## src/rtl/addsub_pkg.sv

```systemverilog
package addsub_pkg;
  typedef enum logic [1:0] {
    OP_ADD  = 2'd0,
    OP_SUB  = 2'd1,
    OP_ADC  = 2'd2,
    OP_ADD2 = 2'd3
  } op_e;

  localparam int FLAG_N = 3;
  localparam int FLAG_Z = 2;
  localparam int FLAG_C = 1;
  localparam int FLAG_V = 0;
  localparam int NFLAGS = 4;
endpackage

```

## src/rtl/addsub_operand.sv

```systemverilog
module addsub_operand #(
  parameter int W = 32
) (
  input  logic [1:0]   op_sel,
  input  logic         c_stored,
  input  logic [W-1:0] b_in,
  output logic [W-1:0] b_out,
  output logic         cin
);
  import addsub_pkg::*;

  always_comb begin
    b_out = b_in;
    cin   = 1'b0;
    unique case (op_e'(op_sel))
      OP_SUB: begin
        b_out = ~b_in;
        cin   = 1'b1;
      end
      OP_ADC:  cin = c_stored;
      default: cin = 1'b0;
    endcase
  end
endmodule

```

## src/rtl/addsub_core.sv

```systemverilog
module addsub_core #(
  parameter int W = 32
) (
  input  logic [W-1:0] x,
  input  logic [W-1:0] y,
  input  logic         cin,
  output logic [W-1:0] sum,
  output logic         carry,
  output logic         ovf
);
  localparam int UW = W + 1;
  localparam int SW = W + 2;

  logic [UW-1:0]        usum;
  logic signed [SW-1:0] ssum;
  logic signed [SW-1:0] sres;

  always_comb begin
    usum  = {1'b0, x} + {1'b0, y} + {{W{1'b0}}, cin};
    ssum  = $signed({{2{x[W-1]}}, x}) + $signed({{2{y[W-1]}}, y})
          + $signed({{(SW-1){1'b0}}, cin});
    sum   = usum[W-1:0];
    sres  = $signed({{2{sum[W-1]}}, sum});
    carry = (usum != {1'b0, sum});
    ovf   = (ssum != sres);
  end
endmodule

```

## src/rtl/addsub_nz.sv

```systemverilog
module addsub_nz #(
  parameter int W = 32
) (
  input  logic [W-1:0] val,
  output logic         neg,
  output logic         zero
);
  assign neg  = val[W-1];
  assign zero = ~|val;
endmodule

```

## src/rtl/addsub_flags.sv

```systemverilog
module addsub_flags #(
  parameter int W = 32
) (
  input  logic         clk,
  input  logic         rst,
  input  logic         in_valid,
  input  logic [1:0]   op_sel,
  input  logic         set_flags,
  input  logic [W-1:0] opa,
  input  logic [W-1:0] opb,
  output logic [W-1:0] res_q,
  output logic         res_valid,
  output logic [3:0]   flags_q
);
  import addsub_pkg::*;

  logic [W-1:0] b_eff;
  logic         cin;
  logic [W-1:0] sum;
  logic         c_new, v_new, n_new, z_new;
  logic [NFLAGS-1:0] flags_next;

  addsub_operand #(.W(W)) u_opnd (
    .op_sel   (op_sel),
    .c_stored (flags_q[FLAG_C]),
    .b_in     (opb),
    .b_out    (b_eff),
    .cin      (cin)
  );

  addsub_core #(.W(W)) u_core (
    .x     (opa),
    .y     (b_eff),
    .cin   (cin),
    .sum   (sum),
    .carry (c_new),
    .ovf   (v_new)
  );

  addsub_nz #(.W(W)) u_nz (
    .val  (sum),
    .neg  (n_new),
    .zero (z_new)
  );

  always_comb begin
    flags_next         = '0;
    flags_next[FLAG_N] = n_new;
    flags_next[FLAG_Z] = z_new;
    flags_next[FLAG_C] = c_new;
    flags_next[FLAG_V] = v_new;
  end

  always_ff @(posedge clk) begin
    if (rst) begin
      res_q     <= '0;
      res_valid <= 1'b0;
      flags_q   <= '0;
    end else begin
      res_valid <= in_valid;
      if (in_valid) res_q <= sum;
      if (in_valid && set_flags) flags_q <= flags_next;
    end
  end
endmodule

```

## config.mk

```make
export PLATFORM = sky130hd
export DESIGN_NAME = addsub_flags
export DESIGN_NICKNAME = d
export VERILOG_FILES = /design/src/rtl/addsub_pkg.sv /design/src/rtl/addsub_operand.sv /design/src/rtl/addsub_core.sv /design/src/rtl/addsub_nz.sv /design/src/rtl/addsub_flags.sv
export SDC_FILE = /design/constraint.sdc
export NUM_CORES = 1
export LEC_CHECK = 0
export ABC_AREA = 1
export BUFFER_PORTS_ARGS = -buffer_cell sky130_fd_sc_hd__buf_2
export CAP_MARGIN = 20
export CORE_MARGIN = 3
export CORE_UTILIZATION = 35
export CTS_CLUSTER_SIZE = 24
export DETAILED_ROUTE_END_ITERATION = 8
export MAX_ROUTING_LAYER = met4
export SYNTH_ARGS = -nofsm -noshare
export SYNTH_HDL_FRONTEND = slang
export SYNTH_SLANG_ARGS = --single-unit
```

## constraint.sdc

```tcl
create_clock -name clk -period 4.2 [get_ports clk]
set_input_delay 0.42 -clock clk [delete_from_list [all_inputs] [get_ports clk]]
set_output_delay 0.42 -clock clk [all_outputs]
set_load 0.01 [all_outputs]
```

# Word-level counts from Yosys, hierarchy flattened
# Cells that the tools add are included.
# totals
register_bits	37
inputBits	70
elab_cells	16
# classes
n_eq_ne	3
add_sub_neg	4
bitwise_logic	1
n_reduce_logical	3
muxes	2
# op_table
operator	count
adder 32 x 32 -> 33 bit	2
adder 34 x 2 -> 34 bit	1
!= test 34 x 32 -> 1 bit	1
adder 33 x 1 -> 33 bit	1
2-to-1 mux 32 bit	1
NOT 32 bit	1
OR reduction 32 bit	1
equality test 2 x 1 -> 1 bit, second input constant	1
equality test 2 bit, second input constant	1
one-hot mux 1 bit (2 select lines)	1
logical AND 1 bit	1
zero test 1 bit	1

# Logic depth before layout (Yosys ltp)
# Gate-level depths: netlist of run 1.
# depth
word_depth	6
depth_mapped	29
depth_no_buf	26

# Cells and area by module
# From an unflattened synthesis of run 1, not the netlist that was laid out.
# unflattened
hier_cells	680
area_unflattened_um2	4147.7
# by_module_without_submodules
module	n_inst	seq_area_each_um2	cells_each	area_per_inst_um2
addsub_core	1	0.0	439	2348.5
addsub_flags	1	740.7	166	1275.0
addsub_operand	1	0.0	43	400.4
addsub_nz	1	0.0	32	123.9

# Worst setup path before layout of run 1
# OpenSTA, ideal clock, no wires.
# synth_timing
kind	input -> register
start	input op_sel[1]
end	register flags_q[0]
path_buffers	2
slack_ns	0.418
arrival_time_ns	3.665
setup_time_ns	0.117
path_stages	24
path_cell_list	inv_1 > ha_1 > clkbuf_1 > buf_1 > xor2_1 > fa_1 > ha_1 > inv_1 > nor2_1 > nand3_1 > nor2_4 > nand3_2 > nor2_4 > nand3_4 > nor2_4 > nand2_1 > nand2_1 > nand2_1 > inv_1 > nand2_1 > nor2_1 > nand3_1 > nor2_1 > nor2_1
# synth_between
elab_chain_cells	5
word_cells_on_any_way	9
# synth_rtl
item	line_no	text
from (decl)	addsub_flags.sv:7	input logic [1:0] op_sel,
equality test 2 x 1 -> 1 bit	addsub_operand.sv:15	unique case (op_e'(op_sel))
2-to-1 mux 32 bit	addsub_operand.sv:15	
adder 32 x 32 -> 33 bit (on tied branches)	addsub_core.sv:20, addsub_core.sv:19	
adder 34 x 2 -> 34 bit / adder 33 x 1 -> 33 bit (equally long branches)	addsub_core.sv:21, addsub_core.sv:19	
!= test 34 x 32 -> 1 bit *	addsub_core.sv:25	ovf = (ssum != sres);
to (signal assigned)	addsub_flags.sv:62	if (in_valid && set_flags) flags_q <= flags_next;
to (decl)	addsub_flags.sv:13	output logic [3:0] flags_q
# Mark *: on every way between the ends. The rest lies on a longest branch, timed or not.
# A chain may end at the register's enable or synchronous reset.

# Worst setup path in the final report of run 1
# Ends and elaborated chain as after synthesis.

==> results_dict.tcl, run 1 <==
set metrics [dict create \
    outcome "complete, no violations" \
    worst_slew_pin_slew_ps 946 \
    die_area_sq_um 23000 \
    cts.reportedPaths.clkPinSlew_ps 50 \
    clock_sink_count 37 \
    cts_made_buffers 5 \
    portion_of_the_clock_cycle_consumed_by_the_worst_path_in_the_final_layout_pct 91.3 \
    crit_required_ps 4370 \
    synth_adder_area_share_pct 8.23 \
    clk_path_buf_depth 2 \
    synth_sequential_area_ratio_pct 9.98 \
    routed_via_density 4.77 \
    ys_top_cells_by_area "sky130_fd_sc_hd__nand2_1 27%, sky130_fd_sc_hd__inv_1 12%, sky130_fd_sc_hd__dfxtp_1 10%" \
    dr.first_iter.drc_count 599 \
    critical_path.max_fanout 20 \
    async_flop_share_pct 0 \
    floorplan.io_pins 107 \
    grtUsageTotal_pct 24.4 \
    gp_congestion 0.950 \
    n_antenna_cell 0 \
    grt_pass1_vias 8197 \
    synthesis.yosys.warnings 0 \
    route.detailed.drc 0 \
    remaining_global_route_overflow 0 \
    grt_first_pass_wirelength_microns 42100 \
    cts_tree "built" \
    postSynthAreaPerCell_sq_um 5.36 \
    synth_cell_type_count 39 \
    synth.area.mux_share_pct 0.152 \
    die_height_microns 152 \
    finalWorstPathRequiredPeriod_ps 3840 \
    power.density_nw_per_um2 323 \
    vdd.ir_drop.worst_mv 0.156 \
    drv.max_cap_violation_count 0 \
    fin_hold_ws_ps 417 \
    post_route_total_power_w 0.00291 \
    detailedRoute.firstPassIterationCount 6 \
    number_of_instances_resized_during_post_cts_repair 0 \
    rsz0062_at_grt "no" \
    power_leakage_nw 5.42 \
    timing.setup.critical_path_class "primary input to flop" \
    synth-simple-area-share_pct 54.4 \
    critical_path_arrival_ps 4010 \
    synth.cell_area_sq_um 7420 \
    hold_viol 0 \
    hp-class "primary input to flop" \
    start_kind "primary input" \
    slew-limit-headroom_pct 36.9 \
    initial_core_util_pct 36.1 \
    drv_slew 0 \
    nNetsFinal 1677 \
    layout.core_utilization_pct 43.7 \
    drive_above_1_share_pct 19.4 \
    synth_ff_type "sky130_fd_sc_hd__dfxtp_1" \
    mostFrequentLayoutCell "sky130_fd_sc_hd__nand2_1" \
    cts-root-buf "sky130_fd_sc_hd__clkbuf_16" \
    postRouteAntennaNets 0 \
    detailedPlacementHpwl_microns 23900 \
    route.final.wire_length_microns 27000 \
    fp-row-count 52 \
    route.detailed.wl_per_inst_microns 14.7 \
    grt_start_max_net_pins 45 \
    antenna_found_initial 0 \
    clock_skew_ps 2.79 \
    crit_end_element "flop" \
    yosys.area.top_type "sky130_fd_sc_hd__nand2_1" \
    synth_fp_nets 1503 \
    mostFrequentLayoutCells "543 x sky130_fd_sc_hd__nand2_1, 230 x sky130_fd_sc_hd__inv_1, 114 x sky130_fd_sc_hd__nand3_1" \
    postSynthRegisterBits 37 \
    areaGrowthSynthToFinish_pct 21.1 \
    htree_levels 2 \
    postCtsSetupBuffers 0 \
    post-synth-top-area-fraction_pct 27.5 \
    synth_cells 1386 \
    cts_hold_buffers 0 \
    synthXorXnorAreaFrac_pct 7.77 \
    portBuffers 106 \
    compound_cell_area_share_of_the_yosys_netlist_pct 5.87 \
    maxClockFrequency_ghz 0.261 \
    core_area_sq_um 20600 \
    synth_enable_flop_cells 0 \
    num_vias 8739 \
    floorplan.die.width_microns 152 \
    synth_top_family_by_area "simple AND/OR/NAND/NOR gates" \
    finalSetupTns_ps 0 \
    report.final.setup_viol 0 \
    clock_insertion_delay_at_the_later_pin_of_the_skew_report_ps 280 \
]
-- kinds of logic after synthesis --
logic type,after synthesis
muxes,1
adders and majority gates,47
and+or+nand+nor,903
xor gates and xnor gates,65
DFF,37
buffers and inverters,263
AOI/OAI and AO/OA,70
-- stage by stage --
| stage | setup WS, ps | cells | area [sq um] |
|---|---|---|---|
| 6_report | 363 | 1831 | 8990 |
| 5_1_grt | 18.7 | 1831 | 8990 |
| 4_1_cts | 381 | 1831 | 8990 |
| 3_5_place_dp | 86.0 | 1823 | 8810 |
| 3_3_place_gp | 12.6 | 1823 | 8810 |
| 2_1_floorplan | 418 | 1386 | 7420 |
-- worst paths after layout --
check,start,end,slack [ps],depth (start not counted)
setup / recovery,op_sel[1],flags_q[0],360,28
hold / removal,rst,flags_q[2],420,2
setup reg to reg,flags_q[1],flags_q[0],660,23
hold reg to reg,res_q[3],res_q[3],470,2
-- cell type report --
class | instances | area (sq um)
clock inverter | 1 | 30.0
tap | 270 | 338
timing repair buffer | 187 | 1150
inverter | 243 | 912
multi-input combinational | 1086 | 5670
fill | 2382 | 11600
sequential | 37 | 741
clock buffer | 7 | 143
-- synth_stat cells (all sizes together), types with 3 or more instances --
master and instances:
xor2 63, nand3 126, dfxtp 37, fa 3, nand3b 7, a21oi 26
nor4 3, inv 241, clkbuf 10, nand4 39, o211ai 19, nand2 589
nor3 6, o21ai 22, nor2 131, buf 10, ha 44
-- power by group --
group	switching [W]	internal, W
combinational	0.00133	0.000722
clock	0.000141	0.000296
sequential	0.0000214	0.000394
total	0.00149	0.00141
-- metal layers --
metal	vias up	wire length [microns]	track usage (%)
met5	-	0	-
met4	0	904	7.41
met3	47	1320	3.30
met2	220	12800	41.3
met1	3848	11900	30.3
li1	4624	-	-
-- state kept, by name (all words and copies together) (netlist names) --
name	cells
res_valid	1
flags_q	4
res_q	32
-- worst max-delay path, cell delays in order --
cell and delay, ps:
sky130_fd_sc_hd__buf_2 110, sky130_fd_sc_hd__inv_1 50, sky130_fd_sc_hd__ha_2 210, sky130_fd_sc_hd__buf_12 180
sky130_fd_sc_hd__buf_4 250, sky130_fd_sc_hd__xor2_1 100, sky130_fd_sc_hd__ha_1 300, sky130_fd_sc_hd__buf_4 140
sky130_fd_sc_hd__nand2_1 110, sky130_fd_sc_hd__nor2_1 240, sky130_fd_sc_hd__nand2_1 180, sky130_fd_sc_hd__nor2_1 170
sky130_fd_sc_hd__nand2_1 150, sky130_fd_sc_hd__nand3_1 140, sky130_fd_sc_hd__nand2_1 70, sky130_fd_sc_hd__nand2_1 130
sky130_fd_sc_hd__nor2_1 70, sky130_fd_sc_hd__nand2_1 90, sky130_fd_sc_hd__buf_4 120, sky130_fd_sc_hd__inv_1 60
sky130_fd_sc_hd__nand2_1 110, sky130_fd_sc_hd__nand2_1 60, sky130_fd_sc_hd__nand2_1 70, sky130_fd_sc_hd__nand2_1 50
sky130_fd_sc_hd__nor2_1 160, sky130_fd_sc_hd__nand3_1 90, sky130_fd_sc_hd__nor2_1 120, sky130_fd_sc_hd__nor2_1 40
Power figures use the tool's default switching activity.
==> run 2, diff against run 1 <==
--- a/config.mk
+++ b/config.mk
@@ -14,4 +14,5 @@
 export DETAILED_ROUTE_END_ITERATION = 8
 export MAX_ROUTING_LAYER = met4
+export SETUP_SLACK_MARGIN = 0.02
 export SYNTH_ARGS = -nofsm -noshare
 export SYNTH_HDL_FRONTEND = slang
==> constraint.sdc (replaced) <==
create_clock -name clk -period 4.2 [get_ports clk]
set_input_delay 0.42 -clock clk [delete_from_list [all_inputs] [get_ports clk]]
set_output_delay 0.42 -clock clk [all_outputs]
set_load 0.05 [all_outputs]
==> run 2 against run 1 <==
Effect of this change:
- non-clock buffer count did not move
- critical path depth unchanged
- sequential share of layout area barely moved
- count of clock-buffer cells in the layout unchanged
- clock power is essentially flat
- clock skew rose by 1.0 ps
- sequential cell count did not move
- core utilization about the same
- critical endpoint unchanged
- largest power group unchanged
==> results_dict.tcl, run 2 (same netlist as run 1, synthesis figures left out) <==
set metrics [dict create \
    cts.reportedPaths.clkPinSlew_ps 60 \
    num_vias 8786 \
    route.detailed.wl_per_inst_microns 14.7 \
    clock_skew_ps 3.82 \
    htree_levels 2 \
    grtUsageTotal_pct 24.4 \
    reg.largest.list "res_q x32, flags_q x4, res_valid x1" \
    dp_worst_setup_slack_ps 86.0 \
    vdd.ir_drop.worst_mv 0.156 \
    postRouteAntennaNets 0 \
    n_antenna_cell 0 \
    drv_slew 0 \
    floorplan.die.width_microns 152 \
    detailedPlacementHpwl_microns 23900 \
    clk_path_buf_depth 2 \
    nNetsFinal 1677 \
    worst_slew_pin_slew_ps 942 \
    crit_required_ps 4370 \
    clock_insertion_delay_at_the_later_pin_of_the_skew_report_ps 280 \
    power.density_nw_per_um2 338 \
    floorplan.io_pins 107 \
    start_kind "primary input" \
    antenna_found_initial 0 \
    detailedRoute.firstPassIterationCount 5 \
    die_area_sq_um 23000 \
    areaGrowthSynthToFinish_pct 21.1 \
    remaining_global_route_overflow 0 \
    timing.setup.critical_path_class "primary input to flop" \
    critical_path.max_fanout 20 \
    cts_hold_buffers 0 \
    dr.first_iter.drc_count 600 \
    portBuffers 106 \
    fp-row-count 52 \
    largest_register_ff_count 32 \
    mostFrequentLayoutCells "543 x sky130_fd_sc_hd__nand2_1, 230 x sky130_fd_sc_hd__inv_1, 114 x sky130_fd_sc_hd__nand3_1" \
    route.detailed.drc 0 \
    finalSetupTns_ps 0 \
    finalWorstPathRequiredPeriod_ps 3850 \
    drv.max_cap_violation_count 0 \
    mostFrequentLayoutCell "sky130_fd_sc_hd__nand2_1" \
    slew-limit-headroom_pct 37.1 \
    route.final.wire_length_microns 27000 \
    outcome "complete, no violations" \
    routed_via_density 4.80 \
    portion_of_the_clock_cycle_consumed_by_the_worst_path_in_the_final_layout_pct 91.6 \
    cts_made_buffers 5 \
    cts-root-buf "sky130_fd_sc_hd__clkbuf_16" \
    core_area_sq_um 20600 \
    gp_congestion 0.950 \
    worst-r2r-setup-slack_ps 680 \
    rsz0062_at_grt "no" \
    grt_pass1_vias 8197 \
    hold_viol 0 \
    maxClockFrequency_ghz 0.260 \
    critical_path_arrival_ps 4020 \
    detailed_place.area_sq_um 8810 \
    clock_sink_count 37 \
    drive_above_1_share_pct 19.5 \
    final_critical_path_setup_slack_ps 354 \
    layout.core_utilization_pct 43.7 \
    initial_core_util_pct 36.1 \
    crit_end_element "flop" \
    final_cell_area_sq_um 8990 \
    hp-class "primary input to flop" \
    largest_register_by_flop_count "res_q" \
    power_leakage_nw 5.42 \
    cts_tree "built" \
    die_height_microns 152 \
    grt_first_pass_wirelength_microns 42100 \
    grt_start_max_net_pins 45 \
    report.final.setup_viol 0 \
]
[run 2: path summary, 6_finish.rpt]
check	start	to	cells after the start
worst min-delay path	rst	flags_q[2]	2
worst max register to register	flags_q[1]	flags_q[0]	23
worst max-delay path	op_sel[1]	flags_q[0]	28
worst min register to register	res_q[3]	res_q[3]	2
[run 2: layout make-up]
| cell class | instances | area (sq um) |
|---|---|---|
| well taps | 270 | 338 |
| multi-input cells | 1086 | 5670 |
| inverters | 243 | 912 |
| fillers | 2383 | 11600 |
| clock inverters | 1 | 30.0 |
| flip-flops and latches | 37 | 741 |
| clock buffers | 7 | 143 |
| repair buffers | 187 | 1150 |
[run 2: what timing repair did]
item / CTS / global route
resized for setup: 0 / 1
buffers inserted: 0 / 0
setup endpoints to repair: 0 / 1
[run 2: layer usage]
metal	wire [microns]	up-vias	track usage, %
li1	-	4630	-
met4	930	0	7.41
met3	1280	49	3.30
met1	11900	3867	30.3
met5	0	-	-
met2	12800	240	41.3
[run 2: critical path, cell delays in order]
cell	delay, ps
sky130_fd_sc_hd__buf_2	110
sky130_fd_sc_hd__inv_1	50
sky130_fd_sc_hd__ha_2	210
sky130_fd_sc_hd__buf_12	180
sky130_fd_sc_hd__buf_4	250
sky130_fd_sc_hd__xor2_1	100
sky130_fd_sc_hd__ha_1	290
sky130_fd_sc_hd__buf_4	140
sky130_fd_sc_hd__nand2_1	120
sky130_fd_sc_hd__nor2_1	240
sky130_fd_sc_hd__nand2_1	180
sky130_fd_sc_hd__nor2_1	170
sky130_fd_sc_hd__nand2_1	150
sky130_fd_sc_hd__nand3_1	140
sky130_fd_sc_hd__nand2_1	70
sky130_fd_sc_hd__nand2_1	130
sky130_fd_sc_hd__nor2_1	70
sky130_fd_sc_hd__nand2_1	90
sky130_fd_sc_hd__buf_4	120
sky130_fd_sc_hd__inv_1	60
sky130_fd_sc_hd__nand2_1	110
sky130_fd_sc_hd__nand2_1	60
sky130_fd_sc_hd__nand2_1	70
sky130_fd_sc_hd__nand2_1	50
sky130_fd_sc_hd__nor2_1	150
sky130_fd_sc_hd__nand3_1	90
sky130_fd_sc_hd__nor2_1	120
sky130_fd_sc_hd__nor2_1	40
[run 2: power breakdown]
group | internal [W] | total (W) | leakage [nW] | switching, W
Clock | 0.000296 | 0.000438 | 0.0841 | 0.000141
Combinational | 0.000723 | 0.00218 | 5.03 | 0.00146
Sequential | 0.000394 | 0.000416 | 0.307 | 0.0000215
Total | 0.00141 | 0.00303 | 5.42 | 0.00162
[run 2: metrics by stage]
stage               power [W]  instances  hold WS (ps)
floorplan             0.00186       1386           525
global placement      0.00260       1823           457
detailed placement    0.00260       1823           459
CTS                   0.00305       1831           412
global route          0.00332       1831           426
finish                0.00303       1831           415
